--- src/rtl/spi_nor_pkg.sv ---
package spi_nor_pkg;

    typedef enum logic [2:0] {
        PH_OPCODE,
        PH_ADDR,
        PH_READ,
        PH_PROG,
        PH_STREAM
    } phase_e;

    localparam logic [7:0] OP_ID      = 8'h9F;
    localparam logic [7:0] OP_READ    = 8'h03;
    localparam logic [7:0] OP_PROG    = 8'h02;
    localparam logic [7:0] OP_WREN    = 8'h06;
    localparam logic [7:0] OP_WRDI    = 8'h04;
    localparam logic [7:0] OP_ERASE_A = 8'h60;
    localparam logic [7:0] OP_ERASE_B = 8'hC7;
    localparam logic [7:0] OP_ARM     = 8'h66;
    localparam logic [7:0] OP_RESET   = 8'h99;

    function automatic logic is_erase(input logic [7:0] op);
        return (op == OP_ERASE_A) || (op == OP_ERASE_B);
    endfunction

endpackage

--- src/rtl/spi_nor_id_gen.sv ---
module spi_nor_id_gen #(
    parameter int ID_LEN  = 3,
    parameter int ID_MAX  = 6,
    parameter logic [8*ID_LEN-1:0] ID_WORD = 24'h20BA19,
    localparam int PW = $clog2(ID_MAX + 1)
) (
    input  logic [PW-1:0] pos,
    output logic [7:0]    id_byte
);
    logic [7:0] tbl [ID_MAX];

    for (genvar g = 0; g < ID_MAX; g++) begin : g_tbl
        if (g < ID_LEN) begin : g_real
            assign tbl[g] = ID_WORD[8*(ID_LEN-1-g) +: 8];
        end else begin : g_pad
            assign tbl[g] = 8'h00;
        end
    end

    assign id_byte = (int'(pos) < ID_MAX) ? tbl[pos] : 8'h00;
endmodule

--- src/rtl/spi_nor_store.sv ---
module spi_nor_store #(
    parameter int DEPTH = 64,
    localparam int AW = $clog2(DEPTH)
) (
    input  logic          clk,
    input  logic          rst_n,
    input  logic          erase,
    input  logic          prog_en,
    input  logic [AW-1:0] addr,
    input  logic [7:0]    prog_byte,
    output logic [7:0]    rd_data
);
    logic [7:0] mem_q [DEPTH];

    for (genvar g = 0; g < DEPTH; g++) begin : g_row
        logic [7:0] row_d;
        always_comb begin
            row_d = mem_q[g];
            if (erase) begin
                row_d = 8'hFF;
            end else if (prog_en && (addr == AW'(g))) begin
                row_d = mem_q[g] & prog_byte;
            end
        end
        always_ff @(posedge clk or negedge rst_n) begin
            if (!rst_n) mem_q[g] <= 8'hFF;
            else        mem_q[g] <= row_d;
        end
    end

    assign rd_data = mem_q[addr];
endmodule

--- src/rtl/spi_nor_responder.sv ---
module spi_nor_responder
    import spi_nor_pkg::*;
#(
    parameter int DEPTH      = 64,
    parameter int ADDR_BYTES = 3,
    parameter int ID_LEN     = 3,
    parameter int ID_MAX     = 6,
    parameter logic [8*ID_LEN-1:0] ID_WORD = 24'h20BA19
) (
    input  logic       clk,
    input  logic       rst_n,
    input  logic       cs_n,
    input  logic       xfer_en,
    input  logic [7:0] rx_byte,
    output logic [7:0] tx_byte,
    output logic       wel,
    output logic       erase_err,
    output logic       prog_warn
);
    localparam int AW    = $clog2(DEPTH);
    localparam int FULLW = 8 * ADDR_BYTES;
    localparam int CW    = $clog2(ADDR_BYTES + 1);
    localparam int PW    = $clog2(ID_MAX + 1);

    typedef struct packed {
        phase_e           ph;
        logic             id_mode;
        logic             is_prog;
        logic [CW-1:0]    cnt;
        logic [FULLW-1:0] addr;
        logic [PW-1:0]    pos;
        logic             arm;
        logic             wel;
        logic             err;
        logic             warn;
    } ctl_t;

    ctl_t       cur_q, nxt_d;
    logic       erase_d, prog_d;
    logic [7:0] rd_data, id_byte;
    logic       at_opcode;

    spi_nor_store #(.DEPTH(DEPTH)) u_store (
        .clk       (clk),
        .rst_n     (rst_n),
        .erase     (erase_d),
        .prog_en   (prog_d),
        .addr      (cur_q.addr[AW-1:0]),
        .prog_byte (rx_byte),
        .rd_data   (rd_data)
    );

    spi_nor_id_gen #(.ID_LEN(ID_LEN), .ID_MAX(ID_MAX), .ID_WORD(ID_WORD)) u_id (
        .pos     (cur_q.pos),
        .id_byte (id_byte)
    );

    always_comb begin
        nxt_d   = cur_q;
        nxt_d.err  = 1'b0;
        nxt_d.warn = 1'b0;
        erase_d = 1'b0;
        prog_d  = 1'b0;

        unique case (cur_q.ph)
            PH_READ:   tx_byte = rd_data;
            PH_STREAM: tx_byte = cur_q.id_mode ? id_byte : 8'h00;
            default:   tx_byte = 8'h00;
        endcase

        if (cs_n) begin
            nxt_d.ph  = PH_OPCODE;
            nxt_d.cnt = '0;
            nxt_d.pos = '0;
        end else if (xfer_en) begin
            unique case (cur_q.ph)
                PH_OPCODE: begin
                    if (rx_byte != OP_RESET) nxt_d.arm = 1'b0;
                    if (rx_byte == OP_ID) begin
                        nxt_d.ph = PH_STREAM;
                        nxt_d.id_mode = 1'b1;
                        nxt_d.pos = '0;
                    end else if (rx_byte == OP_READ || rx_byte == OP_PROG) begin
                        nxt_d.ph = PH_ADDR;
                        nxt_d.is_prog = (rx_byte == OP_PROG);
                        nxt_d.cnt = '0;
                        nxt_d.addr = '0;
                    end else if (rx_byte == OP_WREN) begin
                        nxt_d.wel = 1'b1;
                    end else if (rx_byte == OP_WRDI) begin
                        nxt_d.wel = 1'b0;
                    end else if (is_erase(rx_byte)) begin
                        if (cur_q.wel) begin
                            erase_d = 1'b1;
                            nxt_d.wel = 1'b0;
                        end else begin
                            nxt_d.err = 1'b1;
                        end
                    end else if (rx_byte == OP_ARM) begin
                        nxt_d.arm = 1'b1;
                    end else if (rx_byte == OP_RESET) begin
                        if (cur_q.arm) begin
                            nxt_d.wel = 1'b0;
                            nxt_d.arm = 1'b0;
                            nxt_d.id_mode = 1'b0;
                            nxt_d.is_prog = 1'b0;
                        end
                    end else begin
                        nxt_d.ph = PH_STREAM;
                        nxt_d.id_mode = 1'b0;
                    end
                end
                PH_ADDR: begin
                    nxt_d.addr = {cur_q.addr[FULLW-9:0], rx_byte};
                    if (cur_q.cnt == CW'(ADDR_BYTES - 1)) begin
                        nxt_d.cnt = '0;
                        if (cur_q.is_prog) begin
                            nxt_d.ph  = PH_PROG;
                            nxt_d.wel = 1'b0;
                        end else begin
                            nxt_d.ph = PH_READ;
                        end
                    end else begin
                        nxt_d.cnt = cur_q.cnt + 1'b1;
                    end
                end
                PH_READ: begin
                    nxt_d.addr = cur_q.addr + 1'b1;
                end
                PH_PROG: begin
                    prog_d = 1'b1;
                    nxt_d.warn = |(~rd_data & rx_byte);
                    nxt_d.addr = cur_q.addr + 1'b1;
                end
                PH_STREAM: begin
                    if (cur_q.id_mode) begin
                        if (cur_q.pos == PW'(ID_MAX - 1)) begin
                            nxt_d.ph  = PH_OPCODE;
                            nxt_d.pos = '0;
                        end else begin
                            nxt_d.pos = cur_q.pos + 1'b1;
                        end
                    end
                end
                default: nxt_d.ph = PH_OPCODE;
            endcase
        end
    end

    always_ff @(posedge clk or negedge rst_n) begin
        if (!rst_n) begin
            cur_q <= '{ph: PH_OPCODE, id_mode: 1'b0, is_prog: 1'b0, cnt: '0,
                       addr: '0, pos: '0, arm: 1'b0, wel: 1'b0, err: 1'b0,
                       warn: 1'b0};
        end else begin
            cur_q <= nxt_d;
        end
    end

    assign at_opcode = (cur_q.ph == PH_OPCODE);
    assign wel       = cur_q.wel;
    assign erase_err = cur_q.err;
    assign prog_warn = cur_q.warn;
endmodule

--- config.mk ---
export PLATFORM = sky130hd
export DESIGN_NAME = spi_nor_responder
export DESIGN_NICKNAME = d
export VERILOG_FILES = /design/src/rtl/spi_nor_pkg.sv /design/src/rtl/spi_nor_id_gen.sv /design/src/rtl/spi_nor_store.sv /design/src/rtl/spi_nor_responder.sv
export SDC_FILE = /design/constraint.sdc
export NUM_CORES = 1
export LEC_CHECK = 0
export BUFFER_PORTS_ARGS = -buffer_cell sky130_fd_sc_hd__buf_2
export CORE_MARGIN = 2
export CORE_UTILIZATION = 25
export CTS_CLUSTER_SIZE = 25
export DETAILED_ROUTE_END_ITERATION = 10
export GPL_TIMING_DRIVEN = 0
export PLACE_DENSITY = 0.48
export SYNTH_ARGS = -nofsm -noshare
export SYNTH_HDL_FRONTEND = slang
export SYNTH_SLANG_ARGS = --single-unit
export TNS_END_PERCENT = 20
--- constraint.sdc ---
create_clock -name clk -period 3.41 [get_ports clk]
set_clock_uncertainty 0.2 [all_clocks]
set_input_delay 0.682 -clock clk [delete_from_list [all_inputs] [get_ports clk]]
set_output_delay 0.682 -clock clk [all_outputs]
set_load 0.05 [all_outputs]
Word level (Yosys, flattened, before mapping). Memories as Yosys holds them, arrays and structs flattened. Cells that the tools add are included.

Mux-type cells: 210. Magnitude comparators: 3. Reduce and logical (&&, ||, !) cells: 148. Add/sub/neg operators: 3. Equal/unequal tests: 110. Bitwise logic cells: 70.

Operators with widths (count): 2-to-1 mux 8 bit (134); AND 8 bit (65); == test 6 bit, second input constant (32); nonzero test 2 bit (67); == test 6 x 5 -> 1 bit, second input constant (16); case mux 24 bit (3 select lines) (1); logical AND 1 bit (64); binary-select mux 8 bit (select 6 bit) (1); == test 6 x 4 -> 1 bit, second input constant (8); 2-to-1 mux 1 bit (38); 2-to-1 mux 38 bit (1); 2-to-1 mux 3 bit (12); != test 5 bit, second input constant (6); AND reduction 10 bit (3); 2-to-1 mux 27 bit (1); 2-to-1 mux 26 bit (1); != test 2 bit, second input constant (13); adder 24 x 1 -> 24 bit, second input constant (1); == test 6 x 3 -> 1 bit, second input constant (4); == test 8 bit, second input constant (3); 2-to-1 mux 2 bit (11); 2-to-1 mux 5 bit (4); == test 8 x 2 -> 1 bit, second input constant (2); == test 8 x 3 -> 1 bit, second input constant (2); other kinds (40) (54).

Register bits: 550. Memory bits (read-only): 64. Output and inout port bits: 11. Word-level logic and storage cells: 619. Memories: 1. Bits of input ports: 12.

Memory list: (no name shown) (words 8, bits a word 8, rd ports 1, clocked after Yosys merged registers in 0, write ports 0, RTL line spi_nor_id_gen.sv:20) `assign id_byte = (int'(pos) < ID_MAX) ? tbl[pos] : 8'h00;`.

Logic depth before layout (Yosys ltp). Gate-level depths: netlist (run 1).

Depth after elaboration: 16. Gate-level depth with buffers: 12. Gate-level depth less buffers: 8.

Cells and area by module. A second synthesis (run 1) with hierarchy kept.

Cell total of the unflattened synthesis: 2228. Area, all modules: 25605.8 um2.

By module, submodules not included: spi_nor_store (cells each 2033, area each 24060.6 um2, times used 1); spi_nor_responder (cells each 182, area each 1458.9 um2, times used 1); spi_nor_id_gen (cells each 13, area each 86.3 um2, times used 1).

Worst setup path before layout (run 1). No wires, ideal clock.

Path kind: register to output. Start: reg cur_q[8] (netlist name). End: out tx_byte[2]. Path buffers: 4. Arrival: 2.764 ns. Stages on the path, launching flop included: 11. Slack: -0.236 ns. Cell sequence: dfrtp_1 buf_6 buf_12 buf_12 buf_6 mux2i_1 a22o_1 nor3_1 nor3_1 o21ai_0 nor3b_1.

Cells in the longest elaborated chain, start to end: 5.

Ends and longest elaborated chain: start: declaration (RTL line spi_nor_responder.sv:38) `ctl_t cur_q, nxt_d;`; start signal: assignment (RTL line spi_nor_responder.sv:152) `cur_q <= '{ph: PH_OPCODE, id_mode: 1'b0, is_prog: 1'b0, cnt: '0,`; start signal: assignment (RTL line spi_nor_responder.sv:156) `cur_q <= nxt_d;`; NOT 6 -> 7 bit (not written as such) (RTL line spi_nor_store.sv:31) `assign rd_data = mem_q[addr];`; binary-select mux 8 bit (select 6 bit) (RTL line spi_nor_store.sv:31); 2-to-1 mux 8 bit (not written as such) (2 in a row) (RTL line spi_nor_store.sv:31); case mux 8 bit (2 select lines) (RTL line spi_nor_responder.sv:65) `unique case (cur_q.ph)`; end: declaration (RTL line spi_nor_responder.sv:15) `output logic [7:0] tx_byte,`.

Every way passes these cells. The select of a mux whose other input is x is not followed.

Worst setup path after layout (run 1).
Start: reg cur_q[8] (netlist name). End: out tx_byte[5].

Same word-level chain as after synthesis.

==> out/qor.yml, run 1 <==
sta:
  slew_headroom: 0.180
  hold_viol: 0
  timing.hold.ws_ns: 0.0327
  rsz0062_at_grt: "true"
  setup-violations-final: 12
  slew_violations: 0
  min_period_ns: 4.25
  min_period_over_period: 1.25
  max_freq_mhz: 235
  tightest_slew_ns: 1.23
  postLayoutSetupSlackWorst_ns: -0.843
die:
  die_w_um: 322
  die_area_sq_um: 103000
  rows: 116
  start_util: 0.252
  pin_count: 23
  core-area_sq_um: 100000
  fp.dieH_um: 322
global_route:
  grt_max_degree: 110
  grt_pass1_wl_um: 161000
  antenna_found_initial: 2
  grt_overflow: 0
  grt_usage: 0.219
  grt_pass1_vias: 20200
logic_synthesis:
  synth.largest_area_cell: "dfstp_2"
  yosysMostFrequentCell: "nand2_1"
  synthArstFlopShare: 1.00
  synth_top_cell_area_share: 0.534
  ys_seq_area_frac: 0.554
  ys.flop_type: "dfstp_2"
  synthTopCellsByCount: "628 x nand2_1, 549 x o21ai_0, 512 x dfstp_2, 89 x mux4_2, 87 x clkbuf_1"
  synthesis.area_sq_um: 25200
  synthTopCellsByArea: "dfstp_2 53%, o21ai_0 11%, nand2_1 9.4%"
  ys_types: 71
  ys_ff_latch: 532
  yosysWarningCount: 0
  synth-edff-count: 0
  netlist_instances: 2352
  synth_nets: 2371
  avgSynthCellArea_sq_um: 10.7
drt:
  ant_nets: 0
  drcViolationCount: 0
  num_vias: 20800
  drt-initial-drc-count: 2418
  routed_wl_um: 114000
  dr.pass1.iters: 6
  wl_per_cell_um: 29.7
  avgViaCountPerCell: 5.41
setup_path:
  setup.worst_path.end_class: "output pin"
  path_cells: "buf_8, buf_12, buf_16, buf_16, mux2i_2, a22oi_1, o21ai_2, o211ai_1, o31ai_2, a211o_1, o21ai_2, buf_6"
  crit_start: "cur_q[8]$_DFFE_PN0P_"
  worstSetupStartpointType: "flop"
  r2r_end: "u_store.mem_q[43]$_DFFE_PN1P_"
  worstSetupEndpoint: "tx_byte[5]"
  r2r_setup_slack_ns: -0.01
  crit_slowest_cell: "dfrtp_1"
  path_class: "reg2out"
  cp_num_buf_inv: 5
  crit_required_ns: 2.53
  cp.depth: 12
  slowest_delay_ns: 0.40
  arrival_ns: 3.37
  critPathTopFamily: "compound AO/OA/AOI/OAI gates"
  worstPathMaxFanout: 8
  r2r_start: "cur_q[7]$_DFFE_PN0P_"
  worstRegToRegCells: 10
clock_network:
  ctsHoldBuffers: 0
  clk_path_buf_depth: 3
  cts.sinks: 532
  cts_tree: "built"
  clock_latency_ns: 0.65
  h-tree-depth: 2
  cts_root_buffer: "clkbuf_16"
  cts_inserted_buffers: 61
  path_clk_slew_ns: 0.06
min_path:
  worstHoldPathType: "in2async"
cells_and_area:
  final_net_count: 2526
  finalCoreUtilization: 0.309
  area_growth_syn_to_layout_pct: 22.4
  design_area_sq_um: 30900
  fin_cells: 3851
  drive_gt1_frac: 0.402
placement:
  post_dp_cell_area_sq_um: 27100
  numPortBuffers: 19
  gp_congestion: 1.01
  dp_cells: 3674
  dpl.hpwl_um: 75900
job:
  maxCapViolations: 0
run_status:
  status: "complete, but fails checks"
  violations: "setup timing"
pwr:
  power_density_nw_per_um2: 461
  p_leak_nw: 14.1
  finalPower_mw: 14.2
  vdd_drop_max_uv: 383
flip-flops by register name, indices dropped and copies added, names as in the netlist:
register and flops:
prog_warn 1, u_store.mem_q 512, cur_q 17, wel 1
erase_err 1
report_power, final:
group	switching, mW	internal, mW	leakage, nW
sequential	0.00400	6.35	5.55
clock	2.79	3.90	0.978
combinational	0.755	0.428	7.56
per-stage QoR:
stage                     setup TNS [ns]  setup slack, ns
after floorplan                  -0.0483          -0.0483
after global placement          -3781.55            -9.93
after detailed placement         -406.53            -1.24
after CTS                          -6.14           -0.812
after global routing               -6.58           -0.860
final                              -6.46           -0.843
repair_timing:
action	CTS	global route
gates cloned	8	0
hold endpoints to repair	0	0
buffers inserted	46	15
setup endpoints to repair	497	180
pin swaps	26	17
resized for setup	191	42
cells by family (layout without fill, tap and decap cells):
group / after synthesis / count (layout) / share of synthesized area
multiplexers: 167 / 167 / 0.123
flip-flops: 532 / 532 / 0.554
AND/OR/NAND/NOR: 781 / 781 / 0.128
adder cells (fa/ha/maj): 7 / 7 / 0.00347
buffers and inverters: 193 / 393 / 0.0471
other: 0 / 1 / 0
AO/OA/AOI/OAI: 672 / 672 / 0.146
layout by cell type, fill, tap and decap left out, drive strengths merged, types with 3 or more instances in the layout:
cell type	Yosys	layout
a41oi	3	3
mux2i	46	46
buf	92	183
inv	10	10
nor2	48	48
nand2b	7	7
a21oi	22	22
dfstp	512	512
o21bai	3	3
o211ai	4	4
nand3	29	29
o21ai	556	556
nor3b	9	9
a32oi	5	5
nor4	4	4
clkbuf	90	180
a211oi	4	4
a31oi	10	10
and2	11	11
bufinv	0	4
a22o	8	8
nand4	4	4
a221oi	10	10
ha	7	7
dfrtp	20	20
nor2b	8	8
or2	3	3
a22oi	19	19
and3	12	12
o31ai	7	7
o22ai	7	7
mux4	107	107
nor3	11	11
clkinv	0	11
nand2	628	628
mux2	14	14
how the worst min path moves through the flow:
stage,start,endpoint,slack [ns],depth (start not counted)
after floorplan,rst_n,cur_q[10]$_DFFE_PN0P_,0.19,0
after global placement,u_store.mem_q[82]$_DFFE_PN1P_,u_store.mem_q[82]$_DFFE_PN1P_,0.26,2
after detailed placement,u_store.mem_q[364]$_DFFE_PN1P_,u_store.mem_q[364]$_DFFE_PN1P_,0.27,2
after CTS,rst_n,u_store.mem_q[62]$_DFFE_PN1P_,0.04,1
after global routing,rst_n,u_store.mem_q[62]$_DFFE_PN1P_,0.07,1
final,rst_n,u_store.mem_q[62]$_DFFE_PN1P_,0.03,1
area by class of cell:
cell class | count | area [sq um]
timing repair buffer | 93 | 1160
inverter | 10 | 42.5
clock buffer | 91 | 1790
multi-input combinational | 1627 | 10700
buffer | 182 | 1440
clock inverter | 17 | 201
fill | 10200 | 69100
sequential | 532 | 14000
antenna | 1 | 2.50
tap | 1298 | 1620
worst reg2reg max path: stages, from the launching register on:
cell     delay (ns)
dfrtp_2        0.45
buf_12         0.19
buf_16         0.19
inv_4          0.20
buf_12         0.26
buf_8          0.27
ha_2           0.45
and2_2         0.42
nand2_1        0.35
o21ai_0        0.27
nand2_1        0.08
routing by layer:
layer,vias up,global-route usage,wire length [um]
met4,0,0.0860,5160
li1,8612,-,-
met3,237,0.0565,10900
met1,10900,0.302,48800
met2,1091,0.329,49500
met5,-,0,0
(Power assumes the default switching activity.)
==> run 2, diff against run 1 <==
==> constraint.sdc (replaced) <==
create_clock -name clk -period 4.7 [get_ports clk]
set_clock_uncertainty 0.2 [all_clocks]
set_input_delay 0.94 -clock clk [delete_from_list [all_inputs] [get_ports clk]]
set_output_delay 0.94 -clock clk [all_outputs]
set_load 0.05 [all_outputs]
==> run 2 against run 1 <==
Effect of this change:
- the run still ends with setup timing left
- clock-buffer cell count is 3 lower
- critical endpoint unchanged
- final cell count is 1.5% lower
- combinational power is 42% lower
- non-clock buffer count is 57 lower
- die area stayed put
- critical path type unchanged
- clock power is 24% lower
- highest routed layer is now met5
- sequential power is 28% lower
- register-to-register slack better by 0.65 ns
- total power is 27% lower
==> out/qor.yml, run 2 (same netlist as run 1, synthesis figures left out) <==
sta:
  hold_viol: 0  # unchanged
  slew_headroom: 0.232  # +0.0521
  min_period_ns: 4.80
  setup-violations-final: 5  # -7
  max_freq_mhz: 208
  slew_violations: 0  # unchanged
  min_period_over_period: 1.02
  postLayoutSetupSlackWorst_ns: -0.0987  # +0.744 ns
  tightest_slew_ns: 1.15  # -0.0781 ns
  rsz0062_at_grt: "true"
drt:
  ant_nets: 0  # unchanged
  drt-initial-drc-count: 2618  # +8.3%
  wl_per_cell_um: 29.8  # +0.46%
  num_vias: 20600  # -0.95%
  dr.pass1.iters: 6  # unchanged
  drcViolationCount: 0  # unchanged
  avgViaCountPerCell: 5.44  # +0.52%
  routed_wl_um: 113000  # -1.0%
placement:
  dpl.hpwl_um: 76800  # +1.1%
  post_dp_cell_area_sq_um: 27100  # about the same
  dp_cells: 3674  # unchanged
  gp_congestion: 0.985  # -2.3%
  numPortBuffers: 19  # unchanged
setup_path:
  crit_required_ns: 3.56  # +1.03 ns
  worstPathMaxFanout: 11  # +3
  arrival_ns: 3.66  # +0.29 ns
  r2r_setup_slack_ns: 0.64  # +0.65 ns
  path_class: "reg2out"
  r2r_end: "u_store.mem_q[30]$_DFFE_PN1P_"
  worstRegToRegCells: 10  # unchanged
  setup.worst_path.end_class: "output pin"
  worstSetupStartpointType: "flop"
  r2r_start: "cur_q[7]$_DFFE_PN0P_"
cells_and_area:
  final_net_count: 2468  # -2.3%
  largest_register_ffs: 512  # unchanged
  multi_input_area_sq_um: 10300  # -3.4%
  most-common-layout-cells: "626 x nand2_1, 544 x o21ai_0, 512 x dfstp_2"
  drive_gt1_frac: 0.362  # -0.0408
  fin_cells: 3795  # -1.5%
  design_area_sq_um: 29700  # -3.8%
  final_common_cell: "nand2_1"
  regMostFlops: "u_store.mem_q"
  area_growth_syn_to_layout_pct: 17.8
  antenna_cells: 0  # -1
  reg_top3: "u_store.mem_q x512, cur_q x17"
  fillers: 10300  # +1.4%
  seqCellArea_sq_um: 14000  # unchanged
global_route:
  grt_pass1_wl_um: 159000  # -1.0%
  grt_max_degree: 117  # +6.4%
  antenna_found_initial: 2  # unchanged
  grt_pass1_vias: 19800  # -1.7%
  grt_usage: 0.216  # -0.00302
  grt_overflow: 0  # unchanged
die:
  fp.dieH_um: 322  # unchanged
  rows: 116  # unchanged
  pin_count: 23  # unchanged
  die_w_um: 322  # unchanged
  start_util: 0.252  # unchanged
  die_area_sq_um: 103000  # unchanged
  core-area_sq_um: 100000  # unchanged
clock_network:
  path_clk_slew_ns: 0.06  # about the same
  clk_path_buf_depth: 3  # unchanged
  h-tree-depth: 2  # unchanged
  clock_latency_ns: 0.64  # about the same
  ctsHoldBuffers: 0  # unchanged
  cts_inserted_buffers: 60  # -1.6%
  cts_root_buffer: "clkbuf_16"
  cts.sinks: 532  # unchanged
  cts_tree: "built"
run_status:
  violations: "setup timing"
  status: "complete, but fails checks"
pwr:
  p_leak_nw: 13.7  # -2.7%
  p_clk_frac: 0.489  # +0.019
  finalPower_mw: 10.4  # -27%
  p_switching_mw: 2.54  # -28%
  internal-power_mw: 7.82  # -27%
  power_density_nw_per_um2: 349  # -24%
  vdd_drop_max_uv: 276  # -28%
  combPwrFrac: 0.066  # -0.017
  seqPwrFrac: 0.445  # -0.002
  swShare: 0.246  # -0.00407
job:
  maxCapViolations: 0  # unchanged
min_path:
  worstHoldPathType: "in2async"
[run 2: repair_timing]
action	CTS	global route
gates resized for setup	70	27
gates cloned	0	1
pin swaps	3	3
setup buffers	2	8
endpoints found under the setup margin	8	8
[run 2: worst max-delay path, stage by stage, from the launching register on]
cell	delay [ns]
dfrtp_2	0.46
buf_12	0.19
buf_12	0.19
inv_4	0.21
buf_8	0.27
buf_6	0.28
mux2i_1	0.35
o2111ai_1	0.20
nor2_1	0.25
a211o_1	0.19
o21ai_0	0.14
buf_4	0.22
[run 2: power by group through the flow]
stage | clock [mW] | combinational, mW | sequential, mW
floorplan | 0 | 0.252 | 4.68
finish | 5.07 | 0.681 | 4.61
global placement | 0 | 0.609 | 4.67
detailed placement | 0 | 0.620 | 4.68
CTS | 5.12 | 0.648 | 4.61
global route | 5.30 | 0.698 | 4.61
[run 2: per-stage QoR]
step | hold WS [ns] | utilization | setup TNS (ns) | setup WS [ns]
floorplan | 0.254 | - | 0 | 0.796
global placement | 0.262 | 0.269 | -2848.85 | -8.86
detailed placement | 0.267 | 0.271 | -0.902 | -0.235
CTS | 0.103 | 0.295 | -0.0858 | -0.0238
global route | 0.128 | 0.297 | -0.184 | -0.0504
finish | 0.117 | 0.297 | -0.207 | -0.0987
[run 2: layer usage]
metal | global-route usage | share of wire
met1 | 0.306 | 0.43
met2 | 0.319 | 0.43
met3 | 0.0469 | 0.090
met4 | 0.0883 | 0.043
met5 | 0 | 0.00011
[run 2: worst max-delay path by stage]
stage,from,end,slack (ns),cells past startpoint
floorplan,cur_q[8]$_DFFE_PN0P_,tx_byte[2],0.80,10
global placement,rst_n,cur_q[8]$_DFFE_PN0P_,-8.86,1
global route,cur_q[8]$_DFFE_PN0P_,tx_byte[5],-0.05,12
detailed placement,cur_q[7]$_DFFE_PN0P_,tx_byte[1],-0.24,10
CTS,cur_q[8]$_DFFE_PN0P_,tx_byte[4],-0.02,12
finish,cur_q[7]$_DFFE_PN0P_,tx_byte[5],-0.1,11
[run 2: final cells by class]
class	instances	area share
flip-flops and latches	532	0.470
plain buffers	183	0.0443
repair buffers	35	0.0123
clock buffers	88	0.0605
well taps	1298	0.0547
multi-input cells	1627	0.346
inverters	10	0.00143
clock inverters	22	0.0105
